<file path="src/rtl/vend_pkg.sv">
// Package: shared types for the dispenser controller.
// Assumes: credit is stored as a two-bit code; the code values are part of
// the block's behaviour (the dispense decode tests for the top code).
package vend_pkg;

    localparam int CREDIT_W = 2;

    // Stored credit level; the top code means the item is paid for.
    typedef enum logic [CREDIT_W-1:0] {
        CR_ZERO = 2'b00,
        CR_FIVE = 2'b01,
        CR_TEN  = 2'b10,
        CR_PAID = 2'b11
    } credit_e;

    // Coin seen in the current cycle after priority resolution.
    typedef enum logic [1:0] {
        COIN_NONE   = 2'b00,
        COIN_NICKEL = 2'b01,
        COIN_DIME   = 2'b10
    } coin_e;

endpackage

</file>
<file path="src/rtl/vend_coin_decode.sv">
// Module: vend_coin_decode
// Turns the two coin strobes into one coin code.
// Assumes: the strobes are synchronous, single-cycle pulses. If both are high
// together, the dime wins.
module vend_coin_decode
    import vend_pkg::*;
(
    input  logic  nickel_i,
    input  logic  dime_i,
    output coin_e coin_o
);

    // Priority select: dime first, then nickel, else no coin.
    always_comb begin
        if (dime_i) begin
            coin_o = COIN_DIME;
        end else if (nickel_i) begin
            coin_o = COIN_NICKEL;
        end else begin
            coin_o = COIN_NONE;
        end
    end

endmodule

</file>
<file path="src/rtl/vend_credit_next.sv">
// Module: vend_credit_next
// Next-state function of the credit machine.
// Assumes: the paid state always empties on the next edge and ignores coins;
// overpayment saturates at the paid state.
module vend_credit_next
    import vend_pkg::*;
(
    input  credit_e credit_q,
    input  coin_e   coin_i,
    output credit_e credit_d
);

    // Transition table for each present credit level and coin.
    always_comb begin
        credit_d = credit_q;
        unique case (credit_q)
            CR_ZERO: begin
                if (coin_i == COIN_DIME) begin
                    credit_d = CR_TEN;
                end else if (coin_i == COIN_NICKEL) begin
                    credit_d = CR_FIVE;
                end
            end
            CR_FIVE: begin
                if (coin_i == COIN_DIME) begin
                    credit_d = CR_PAID;
                end else if (coin_i == COIN_NICKEL) begin
                    credit_d = CR_TEN;
                end
            end
            CR_TEN: begin
                if (coin_i != COIN_NONE) begin
                    credit_d = CR_PAID;
                end
            end
            CR_PAID: begin
                credit_d = CR_ZERO;
            end
            default: begin
                credit_d = CR_ZERO;
            end
        endcase
    end

endmodule

</file>
<file path="src/rtl/vend_state_reg.sv">
// Module: vend_state_reg
// Two-flop credit register with synchronous active-low reset.
// Assumes: reset has priority over any next-state value.
module vend_state_reg
    import vend_pkg::*;
(
    input  logic    clk,
    input  logic    rst_n,
    input  credit_e credit_d,
    output credit_e credit_q
);

    // Capture the next credit level, or clear it on reset.
    always_ff @(posedge clk) begin
        if (!rst_n) begin
            credit_q <= CR_ZERO;
        end else begin
            credit_q <= credit_d;
        end
    end

endmodule

</file>
<file path="src/rtl/vend_dispense_decode.sv">
// Module: vend_dispense_decode
// Moore output decode: release the item while the paid state is held.
// Assumes: the input comes straight from the state register, never from coins.
module vend_dispense_decode
    import vend_pkg::*;
(
    input  credit_e credit_q,
    output logic    dispense_o
);

    // Output from the stored state only.
    always_comb begin
        dispense_o = (credit_q == CR_PAID);
    end

endmodule

</file>
<file path="src/rtl/gum_dispense_ctrl.sv">
// Module: gum_dispense_ctrl (top)
// Fifteen-cent dispenser controller built from a coin decode, next-state
// logic, a state register and a Moore output decode.
// Assumes: coin strobes are clean one-cycle pulses synchronous to clk.
module gum_dispense_ctrl
    import vend_pkg::*;
(
    input  logic clk,
    input  logic rst_n,
    input  logic nickel_i,
    input  logic dime_i,
    output logic dispense_o
);

    coin_e   coin;
    credit_e credit_d;
    credit_e credit_q;

    vend_coin_decode u_coin (
        .nickel_i (nickel_i),
        .dime_i   (dime_i),
        .coin_o   (coin)
    );

    vend_credit_next u_next (
        .credit_q (credit_q),
        .coin_i   (coin),
        .credit_d (credit_d)
    );

    vend_state_reg u_state (
        .clk      (clk),
        .rst_n    (rst_n),
        .credit_d (credit_d),
        .credit_q (credit_q)
    );

    vend_dispense_decode u_out (
        .credit_q   (credit_q),
        .dispense_o (dispense_o)
    );

endmodule

</file>
<file path="config.mk">
export PLATFORM = sky130hd
export DESIGN_NAME = gum_dispense_ctrl
export DESIGN_NICKNAME = d
export VERILOG_FILES = /design/src/rtl/vend_pkg.sv /design/src/rtl/vend_coin_decode.sv /design/src/rtl/vend_credit_next.sv /design/src/rtl/vend_state_reg.sv /design/src/rtl/vend_dispense_decode.sv /design/src/rtl/gum_dispense_ctrl.sv
export SDC_FILE = /design/constraint.sdc
export NUM_CORES = 1
export LEC_CHECK = 0
export BUFFER_PORTS_ARGS = -buffer_cell sky130_fd_sc_hd__buf_2
export CAP_MARGIN = 20
export CORE_AREA = 2 2 39 41
export DETAILED_ROUTE_END_ITERATION = 16
export DIE_AREA = 0 0 41 43
export PLACE_DENSITY = 0.3
export SLEW_MARGIN = 15
export SYNTH_ARGS = -nofsm -noshare
export SYNTH_HDL_FRONTEND = slang
export SYNTH_HIERARCHICAL = 1
export SYNTH_SLANG_ARGS = --single-unit
</file>
<file path="constraint.sdc">
create_clock -name clk -period 2.7 [get_ports clk]
set_input_delay 0.135 -clock clk [delete_from_list [all_inputs] [get_ports clk]]
set_output_delay 0.135 -clock clk [all_outputs]
set_load 0.01 [all_outputs]
</file>
**Word-level counts from Yosys, hierarchy flattened**

Index checks and enable logic that the tools add are counted.

- Flip-flop bits (word level): 2
- Logic and storage cells: 20
- Input bits: 4

- Muxes and demuxes: 8
- Reduce and logical (&&, ||, !) cells: 3
- Eq/ne operators: 8

Operator list:

| kind | number |
|---|---|
| two-way mux 2 bit | 6 |
| case mux 2 bit (4 select lines) | 1 |
| == test 2 bit, second input constant | 3 |
| != test 3 x 1 -> 1 bit, second input constant | 2 |
| == test 2 x 1 -> 1 bit, second input constant | 2 |
| AND reduction 3 bit | 1 |
| logical NOT 2 bit | 1 |
| != test 2 x 1 -> 1 bit, second input constant | 1 |
| nonzero test 2 bit | 1 |
| two-way mux 1 bit | 1 |

**Logic depth before layout (Yosys ltp)**

- Depth in word-level cells: 6
- Gate-level depth with buffers: 4

**Hierarchy**

The synthesis kept the hierarchy.

Modules (own cells, without submodules):

| module | times used | area each (um^2) | cells each |
|---|---|---|---|
| vend_credit_next | 1 | 56.3 | 7 |
| vend_state_reg | 1 | 52.6 | 4 |
| vend_coin_decode | 1 | 21.3 | 2 |
| vend_dispense_decode | 1 | 6.3 | 1 |

**Worst setup path after synthesis**

OpenSTA, ideal clock, no wires.

- Kind: register to register
- Start point: register u_state.credit_q[0]
- End point: register u_state.credit_q[1]
- Path slack: 1.719 ns
- Path buffers: 0
- Required time: 2.585 ns
- Setup time: 0.115 ns
- Arrival: 0.866 ns
- Period minus slack after synthesis: 0.981 ns
- Cell stages (with the launch flop): 4
- Cell sequence: dfxtp_1 -> and3b_1 -> o31a_1 -> and2_1

- Elaborated cells on any way between the ends: 9
- Classes of those cells: eq/ne: 6; mux: 1; reduce/logical: 2

RTL lines:

| element | line | source |
|---|---|---|
| start: declaration | vend_state_reg.sv:10 | `output credit_e credit_q` |
| start signal: assignment | vend_state_reg.sv:18 | `credit_q <= credit_d;` |
| == test 2 bit (tied with other cells) | vend_credit_next.sv:16 | `unique case (credit_q)` |
| case mux 2 bit (4 select lines) (*) | vend_credit_next.sv:16 |  |
| via credit_d[1] | gum_dispense_ctrl.sv:16 | `credit_e credit_d;` |

The timed path passes the listed nets; every way through them passes the cells marked *.
A chain may end at the register's enable or synchronous reset.

**Worst setup path in the final report**

Ends and elaborated chain as after synthesis.

==> flow_summary.ini <==
[logic_synthesis]
ys_seq_elements = 2
syn-num-nets = 18
yosys_warnings = 6
synth_area_um2 = 136
syn-instance-count = 14
syn_avg_cell_area_um2 = 9.74
ys_types = 11
seq_area_frac_synth_pct = 29.4

[clock_tree]
cts_resized = 0
cts_setup_buffers = 0
clock_latency_ns = 0.23
cts_tree = yes
clkSinkCount = 2
cts.path.max_buffers = 2
clk_pin_slew_ns = 0.03
cts_root_buf = clkbuf_4
cts_buffers = 3
hold_buffers = 0
cts_max_level = 1

[floorplanning]
die_w_um = 41
die_area_um2 = 1760
num_rows = 14
initial_utilization_pct = 9.86
die_y_um = 43
fp.coreArea_um2 = 1380
ioPinCount = 5

[sta]
grt_setup_unrepaired = false
period_share_pct = 38.1
setup_tns_ns = 0
fin_hold_ws_ns = 0.122
setup_viol = 0
fmax_ghz = 0.973
drv_slew = 0
fin_skew_ns = 0.00209
min_period_ns = 1.03
hold_violations = 0
slew_headroom_pct = 89.8
worst_pin_slew_ns = 0.153

[final_layout]
num-fill-cells = 157
top_register = u_state/credit_q
seq_area_um2 = 40.0
num_antenna_cells = 0
reg_top3 = u_state/credit_q x2
drive_gt1_share_pct = 50.0
multi_input_area_um2 = 88.8
syn2layout_area_growth_pct = 40.4
fin_nets = 26
finalInstanceArea_um2 = 191
largest_reg_flops = 2

[setup_path]
end_kind = flip-flop
cp_num_buf_inv = 0
required_ns = 2.81
crit_path_start_kind = flip-flop
critPathMaxStageDelay_ns = 0.33
crit_chain = and3b_1, o31a_1, and2_1
cp.arrival_ns = 1.14
path_class = reg -> reg
path_max_fanout = 5
cp_top_family = flip-flops
crit_slowest_cell = dfxtp_1

[power]
p_leak_nw = 0.0909
pwr-share-comb_pct = 14.8
switchingPower_uw = 27.5
p_int_uw = 93.6
switching_share_pct = 22.7
power.density_nw_per_um2 = 632
clkPwrFrac_pct = 55.6
p_seq_share_pct = 29.6
irDropWorstVdd_uv = 182

[placed_design]
place_congestion = 0.609
io_buffers = 4
placed_area_um2 = 169

[grt]
groute.usage.overall_pct = 4.00
antenna_found_initial = 0
grt_max_degree = 6
grt.overflow.total = 0
grt_pass1_vias = 97
grt_first_pass_wirelength_um = 351

[routing]
viasPerCell = 2.86
dr.pass1.iters = 1
drt_iter0_markers = 0
wl_um = 237
drc = 0
ant_nets = 0
via_count = 103
wl_per_cell_um = 6.58

[worst_hold_path]
hold_class = in -> reg

[run]
maxCapViolations = 0

[outcome]
status = finished, final reports clean
## metal layers
layer / vias up / global-route usage, % / share of wire [%]
met1: 39 / 4.46 / 51
met5: - / 0 / 0
met4: 0 / 8.00 / 0
met3: 0 / 3.14 / 11
li1: 60 / - / -
met2: 4 / 2.50 / 38
## cells in the final DEF (no fill, tap or decap)
master,n
o31a_1,1
and2_1,3
nor2b_4,1
clkbuf_4,3
and2b_2,1
nand2_1,1
dfxtp_1,2
buf_2,4
nand2b_1,1
xor2_1,1
and3b_1,1
o221a_2,1
## power groups by stage
stage,sequential (mW),clock [mW],combinational (mW)
floorplan,0.0357,0,0.0140
global placement,0.0365,0,0.0179
detailed placement,0.0363,0,0.0179
CTS,0.0359,0.0721,0.0180
global route,0.0362,0.0758,0.0200
finish,0.0359,0.0673,0.0179
## cell usage after synthesis
master | instances | area share [%]
o221a_2 | 1 | 8.3
nor2b_4 | 1 | 10
and2_1 | 3 | 14
and3b_1 | 1 | 6.4
buf_4 | 1 | 5.5
nand2b_1 | 1 | 4.6
xor2_1 | 1 | 6.4
nand2_1 | 1 | 2.7
o31a_1 | 1 | 6.4
and2b_2 | 1 | 6.4
dfxtp_1 | 2 | 29
## logic make-up after synthesis
group                  Yosys count  share of synthesized area, %
XOR/XNOR                         1                          6.42
buffers and inverters            1                          5.51
AND/OR/NAND/NOR                  8                          44.0
AO/OA/AOI/OAI                    2                          14.7
flip-flops                       2                          29.4
## worst register-to-register path, stage by stage, from the launching register on
cell and delay [ns]:
dfxtp_1 0.33, and3b_1 0.17, o31a_1 0.27, and2_1 0.15
## layout make-up
type	instances	area share (%)
sequential	2	20.9
tap	16	10.5
clock buffer	3	11.8
multi-input combinational	11	46.4
timing repair buffer	4	10.5
## per-stage QoR
stage          setup slack [ns]  total power [mW]  std cells  util, %
2_1_floorplan              1.72            0.0497         14        -
3_3_place_gp               1.59            0.0544         33     12.2
3_5_place_dp               1.59            0.0542         33     12.2
4_1_cts                    1.67             0.126         36     13.8
5_1_grt                    1.62             0.132         36     13.8
6_report                   1.67             0.121         36     13.8
## path summary, 6_finish.rpt
kind	start	to	slack, ns	depth (start not counted)
worst max-delay path	u_state/credit_q[0]	u_state/credit_q[1]	1.67	3
worst min-delay path	rst_n	u_state/credit_q[1]	0.12	2
worst max register to register	u_state/credit_q[0]	u_state/credit_q[1]	1.67	3
worst min register to register	u_state/credit_q[1]	u_state/credit_q[1]	0.62	2
Note: power is estimated with default switching activity, not from simulation.
